===== config.mk =====
export PLATFORM = sky130hd
export DESIGN_NAME = edge_tone_pair
export DESIGN_NICKNAME = d
export VERILOG_FILES = /design/src/rtl/tone_pkg.sv /design/src/rtl/tone_sync.sv /design/src/rtl/tone_channel.sv /design/src/rtl/edge_tone_pair.sv
export SDC_FILE = /design/constraint.sdc
export NUM_CORES = 1
export LEC_CHECK = 0
export CAP_MARGIN = 15
export CORE_UTILIZATION = 44
export DETAILED_ROUTE_END_ITERATION = 10
export GPL_ROUTABILITY_DRIVEN = 0
export PLACE_DENSITY = 0.7
export SLEW_MARGIN = 10
export SYNTH_ARGS = -nofsm -noshare
export SYNTH_HDL_FRONTEND = slang
export SYNTH_SLANG_ARGS = --single-unit

===== constraint.sdc =====
create_clock -name clk_i -period 1 [get_ports clk_i]
set_input_delay 0.1 -clock clk_i [delete_from_list [all_inputs] [get_ports clk_i]]
set_output_delay 0.1 -clock clk_i [all_outputs]
set_load 0.02 [all_outputs]

===== src/rtl/tone_pkg.sv =====
package tone_pkg;

    localparam int LEVEL_W  = 7;
    localparam int SAMPLE_W = 16;
    localparam int SHIFT    = SAMPLE_W - LEVEL_W - 1;

    typedef logic [LEVEL_W-1:0]         level_t;
    typedef logic signed [SAMPLE_W-1:0] sample_t;

    localparam level_t TOGGLE = {LEVEL_W{1'b1}};

    typedef struct packed {
        logic    prev;
        level_t  level;
        logic    active;
        sample_t sample;
        logic    valid;
    } chan_state_t;

    function automatic sample_t to_sample(level_t lvl);
        return sample_t'({lvl, {SHIFT{1'b0}}});
    endfunction

endpackage


===== src/rtl/tone_sync.sv =====
module tone_sync #(
    parameter int STAGES = 2
) (
    input  logic clk_i,
    input  logic rst_ni,
    input  logic d_i,
    output logic q_o
);
    logic [STAGES-1:0] stg_d, stg_q;

    initial assert (STAGES >= 2) else $error("tone_sync needs at least two stages");

    always_comb begin
        stg_d = {stg_q[STAGES-2:0], d_i};
    end

    always_ff @(posedge clk_i or negedge rst_ni) begin
        if (!rst_ni) stg_q <= '0;
        else         stg_q <= stg_d;
    end

    assign q_o = stg_q[STAGES-1];
endmodule


===== src/rtl/tone_channel.sv =====
module tone_channel
    import tone_pkg::*;
#(
    parameter int SYNC_STAGES = 2
) (
    input  logic    clk_i,
    input  logic    rst_ni,
    input  logic    timer_i,
    input  logic    tick_i,
    output sample_t sample_o,
    output logic    valid_o
);
    logic        timer_s;
    logic        rise;
    level_t      lvl_now;
    chan_state_t st_d, st_q;

    tone_sync #(.STAGES(SYNC_STAGES)) u_sync (
        .clk_i (clk_i),
        .rst_ni(rst_ni),
        .d_i   (timer_i),
        .q_o   (timer_s)
    );

    always_comb begin
        st_d      = st_q;
        rise      = timer_s & ~st_q.prev;
        lvl_now   = rise ? (st_q.level ^ TOGGLE) : st_q.level;
        st_d.prev = timer_s;
        st_d.level = lvl_now;
        if (tick_i) begin
            st_d.sample = (st_q.active | rise) ? to_sample(lvl_now) : '0;
            st_d.active = 1'b0;
            st_d.valid  = 1'b1;
        end else begin
            st_d.active = st_q.active | rise;
            st_d.valid  = 1'b0;
        end
    end

    always_ff @(posedge clk_i or negedge rst_ni) begin
        if (!rst_ni) st_q <= '0;
        else         st_q <= st_d;
    end

    assign sample_o = st_q.sample;
    assign valid_o  = st_q.valid;

    AST_LEVEL_HOLD: assert property (@(posedge clk_i) disable iff (!rst_ni)
        !rise |=> $stable(st_q.level));
    AST_LEVEL_RANGE: assert property (@(posedge clk_i) disable iff (!rst_ni)
        (st_q.level == '0) || (st_q.level == TOGGLE));
    AST_RISE_MARKS: assert property (@(posedge clk_i) disable iff (!rst_ni)
        (rise && !tick_i) |=> st_q.active);
    AST_IDLE_SILENT: assert property (@(posedge clk_i) disable iff (!rst_ni)
        (tick_i && !st_q.active && !rise) |=> (sample_o == '0));
    AST_LOW_BYTE_ZERO: assert property (@(posedge clk_i) disable iff (!rst_ni)
        sample_o[SHIFT-1:0] == '0);
    AST_MARK_CLEARED: assert property (@(posedge clk_i) disable iff (!rst_ni)
        tick_i |=> !st_q.active);
endmodule


===== src/rtl/edge_tone_pair.sv =====
module edge_tone_pair
    import tone_pkg::*;
#(
    parameter int NUM_CH      = 2,
    parameter int SYNC_STAGES = 2
) (
    input  logic                             clk_i,
    input  logic                             rst_ni,
    input  logic [NUM_CH-1:0]                timer_i,
    input  logic                             tick_i,
    output logic [NUM_CH-1:0][SAMPLE_W-1:0]  sample_o,
    output logic [NUM_CH-1:0]                valid_o
);
    for (genvar g = 0; g < NUM_CH; g++) begin : g_ch
        sample_t smp;
        tone_channel #(.SYNC_STAGES(SYNC_STAGES)) u_ch (
            .clk_i   (clk_i),
            .rst_ni  (rst_ni),
            .timer_i (timer_i[g]),
            .tick_i  (tick_i),
            .sample_o(smp),
            .valid_o (valid_o[g])
        );
        assign sample_o[g] = smp;
    end

    AST_VALID_AFTER_TICK: assert property (@(posedge clk_i) disable iff (!rst_ni)
        tick_i |=> (valid_o == {NUM_CH{1'b1}}));
    AST_VALID_ONLY_TICK: assert property (@(posedge clk_i) disable iff (!rst_ni)
        !tick_i |=> (valid_o == '0));
    AST_SAMPLE_STABLE: assert property (@(posedge clk_i) disable iff (!rst_ni)
        !tick_i |=> $stable(sample_o));
endmodule


### After elaboration in Yosys (flattened, before gate mapping)

Index checks and enable logic that the tools add are counted.

| cells by class | value |
|---|---|
| muxes and demuxes | 7 |
| bitwise logic cells | 8 |

Operator list:

| cell | number |
|---|---|
| 2-to-1 mux 15 bit | 2 |
| 2-to-1 mux 7 bit | 2 |
| NOT 7 bit | 2 |
| 2-to-1 mux 1 bit | 3 |
| bitwise AND 1 bit | 2 |
| NOT 1 bit | 2 |
| bitwise OR 1 bit | 2 |

| storage, ports and cells | value |
|---|---|
| bits in registers | 55 |
| bits of input ports | 5 |

### Longest topological paths before layout

| depth | value |
|---|---|
| depth after elaboration | 4 |
| depth in mapped cells | 4 |
| gate-level depth less buffers | 3 |

### Hierarchy

A second synthesis with hierarchy kept.

| second synthesis, totals | value |
|---|---|
| cell total of the unflattened synthesis | 140 |
| area total of the unflattened synthesis | 1,706.6 um^2 |

Modules (own cells, without submodules):

| module | instances | cells an instance | area each (um^2) | seq. area each (um^2) |
|---|---|---|---|---|
| tone_channel | 2 | 68 | 803.3 | 425.4 |
| tone_sync | 2 | 2 | 50.0 | 50.0 |

### Worst setup path after synthesis

No wires, ideal clock.

| path | value |
|---|---|
| path kind | register -> register |
| start | reg g_ch[0].u_ch.st_q[25] (netlist name) |
| end | reg g_ch[0].u_ch.st_q (netlist bit g_ch[0].u_ch.sample_o[9]) |
| library setup time | 0.121 ns |
| arrival | 0.924 ns |
| slack | -0.045 ns |
| stages on the path, launching flop included | 5 |
| path buffers | 1 |
| clock period less this slack | 1.045 ns |
| cell sequence | dfrtp_1 > nand2b_4 > buf_6 > and3_1 > o22a_1 |

| on the way | value |
|---|---|
| word-level cells in the longest chain between the ends | 4 |
| elaborated cells between the ends (all ways) | 5 |
| those cells by class | 2 x mux; 3 x bitwise |

RTL lines:

| what | line | RTL |
|---|---|---|
| start: declaration | tone_channel.sv:16 | `chan_state_t st_d, st_q;` |
| start signal: assignment | tone_channel.sv:43 | `else st_q <= st_d;` |
| NOT 1 bit * | tone_channel.sv:27 | `rise = timer_s & ~st_q.prev;` |
| bitwise AND 1 bit * | tone_channel.sv:27 |  |
| 2-to-1 mux 7 bit / bitwise OR 1 bit (equally long branches) | tone_channel.sv:28, tone_channel.sv:32 |  |
| 2-to-1 mux 15 bit * | tone_channel.sv:32 | `st_d.sample = (st_q.active \| rise) ? to_sample(lvl_now) : '0;` |

Every way passes the cells marked *; elsewhere a longest branch is shown, timed or not.
A chain may end at the register's enable or synchronous reset.

### Final worst setup path

| path | value |
|---|---|
| start | reg g_ch[1].u_ch.st_q[25] (netlist name) |
| end | reg g_ch[1].u_ch.st_q (netlist bit g_ch[1].u_ch.sample_o[13]) |

| on the way | value |
|---|---|
| word-level cells in the longest chain between the ends | 4 |
| elaborated cells between the ends (all ways) | 5 |
| those cells by class | 2 x mux; 3 x bitwise |

RTL lines:

| what | line |
|---|---|
| start: declaration | tone_channel.sv:16 |
| start signal: assignment | tone_channel.sv:43 |
| NOT 1 bit * | tone_channel.sv:27 |
| bitwise AND 1 bit * | tone_channel.sv:27 |
| 2-to-1 mux 7 bit / bitwise OR 1 bit (equally long branches) | tone_channel.sv:28, tone_channel.sv:32 |
| 2-to-1 mux 15 bit * | tone_channel.sv:32 |

Marked as above.

==> metrics.csv <==
metric;value;unit
vias_per_cell;4.77;
final-setup-viol-count;14;
clockRootBuffer;clkbuf_8;
syn-instance-count;141;
fillCellCount;310;
placed_area;1840;um^2
drv_slew;0;
postRouteAntennaNets;0;
worstRegToRegCells;3;
power;4.68;mW
min_path_type;input port to flip-flop;
path_max_fanout;5;
yosys_warnings;0;
hold_path_startpoint;timer_i[0];
ir_drop;0.00139;V
cts_buffers;5;
start_util;46.0;%
netlist_area;1700;um^2
stdcell_count;214;
drt_iter0_drc;23;
hpwlAfterDp;1630;um
path_clk_slew;0.07;ns
start_kind;flip-flop;
final_cell_mix;dfrtp_1 (35), conb_1 (18), buf_2 (17), o22a_1 (14);
violations;setup timing;
syn_area_per_cell;12.0;um^2
dp.cells;200;
fin_crit_sh;102;%
min_period;1.02;ns
cap_violations;0;
dr.pass1.iters;3;
setup_slack;-0.0213;ns
crit_path_end_kind;flip-flop;
holdPathEnd;g_ch[0].u_ch.u_sync.stg_q[0]$_DFF_PN0_;
htreeDepth;2;
first_global_vias;1065;
tritoncts;done;
whs_path_depth;1;
clockBufferDepth;2;
drt-wirelength-per-cell;12.8;um
rsz0062_at_grt;yes;
grt_overflow;0;
p_per_area;2300;nW/um^2
place_ws;-0.227;ns
final_nets;170;
die_width;64.1;um
holdWs;0.247;ns
fmax;0.979;GHz
status;complete, but fails checks;
dieArea;4110;um^2
grt_pass1_wl;4780;um
grt_max_degree;38;
hold_viol;0;
insertedDiodeCount;0;
synth.distinct_cells;14;
finalSetupTns;-0.154;ns
numClockSinks;37;
coreArea;3690;um^2
r2r_end;g_ch[1].u_ch.sample_o[13]$_DFFE_PN0P_;
crit_type;flip-flop to flip-flop;
r2r_slack;-0.02;ns
rows;22;
yosysSeqAreaShare;54.6;%
final_common_cell;dfrtp_1;
reg2reg_from;g_ch[1].u_ch.st_q[25]$_DFF_PN0_;
die_height;64.1;um
area_delta_synth_final;20.1;%
arrival;1.19;ns
drive_gt1_share;38.6;%
vias;1021;
grt_usage;15.5;%
crit_required;1.17;ns
port_buffers;20;
io_pins;39;
fin_util;55.2;%
clk_latency;0.28;ns
cellLeakagePower;0.951;nW
antenna_found_initial;0;
finalWirelength;2740;um
route.detailed.drc;0;
fin_area;2040;um^2
ys_ff_latch;37;
finClkSkew;0.00352;ns
-- synth_stat cells --
master	n	share of area, %
buf_2	1	0.29
conb_1	1	0.22
clkbuf_1	2	0.44
buf_4	34	15
o22a_1	14	7.2
a21oi_1	2	0.59
and3_1	10	3.7
dfrtp_1	37	55
buf_6	4	2.7
inv_1	2	0.44
and3_2	4	1.8
xnor2_1	14	7.2
o21ai_0	14	4.1
nand2b_4	2	1.6
-- worst max-delay path by stage --
| stage | cells after the start | slack, ns | start | to |
|---|---|---|---|---|
| CTS | 3 | -0.04 | g_ch[1].u_ch.st_q[25]$_DFF_PN0_ | g_ch[1].u_ch.sample_o[13]$_DFFE_PN0P_ |
| floorplan | 4 | -0.03 | g_ch[0].u_ch.st_q[25]$_DFF_PN0_ | g_ch[0].u_ch.sample_o[10]$_DFFE_PN0P_ |
| detailed placement | 4 | -0.23 | tick_i | g_ch[1].u_ch.sample_o[13]$_DFFE_PN0P_ |
| global placement | 4 | -0.19 | tick_i | g_ch[1].u_ch.sample_o[12]$_DFFE_PN0P_ |
| global route | 3 | -0.09 | g_ch[1].u_ch.st_q[25]$_DFF_PN0_ | g_ch[1].u_ch.sample_o[10]$_DFFE_PN0P_ |
| finish | 3 | -0.02 | g_ch[1].u_ch.st_q[25]$_DFF_PN0_ | g_ch[1].u_ch.sample_o[13]$_DFFE_PN0P_ |
-- critical path: stages (launching register included) --
cell and delay (ns):
dfrtp_1 0.40, nand2b_4 0.17, and3_4 0.18, o22a_1 0.15
-- flip-flops by register name (all words and copies together) (netlist names) --
name                    flops
g_ch.u_ch.st_q             18
g_ch.u_ch.sample_o         14
g_ch.u_ch.u_sync.stg_q      4
g_ch.u_ch.valid_o           1
-- cell families after synthesis --
logic type	synth area share, %
other	0.221
XOR/XNOR	7.23
buffers and inverters	18.9
AO/OA/AOI/OAI	12.0
flip-flops	54.6
AND/OR/NAND/NOR	7.09
-- layer usage --
metal,vias to the layer above,share of wire [%],track usage (%)
met4,0,1.8,9.94
met1,506,44,17.9
met3,6,4.6,4.82
met2,31,49,24.9
met5,-,0,0
li1,478,-,-
-- power breakdown --
part | switching [mW] | internal [mW]
Sequential | 0.376 | 1.92
Clock | 0.508 | 0.810
Combinational | 0.479 | 0.587
-- layout make-up --
class | count | area [um^2] | area share (%)
Sequential cell | 37 | 928 | 45.6
Multi-Input combinational cell | 82 | 639 | 31.4
Timing Repair Buffer | 37 | 282 | 13.8
Clock buffer | 6 | 82.6 | 4.05
Tap cell | 48 | 60.1 | 2.95
Clock inverter | 2 | 37.5 | 1.84
Inverter | 2 | 7.51 | 0.369
-- what timing repair did --
item,in CTS,in global routing
hold endpoints to repair,37,0
endpoints found under the setup margin,30,26
resized for setup,83,9
setup buffers,1,0
cloned,4,0
pin swaps,5,0
hold buffers,1,0
No activity file was read; power rests on OpenSTA's default activity.
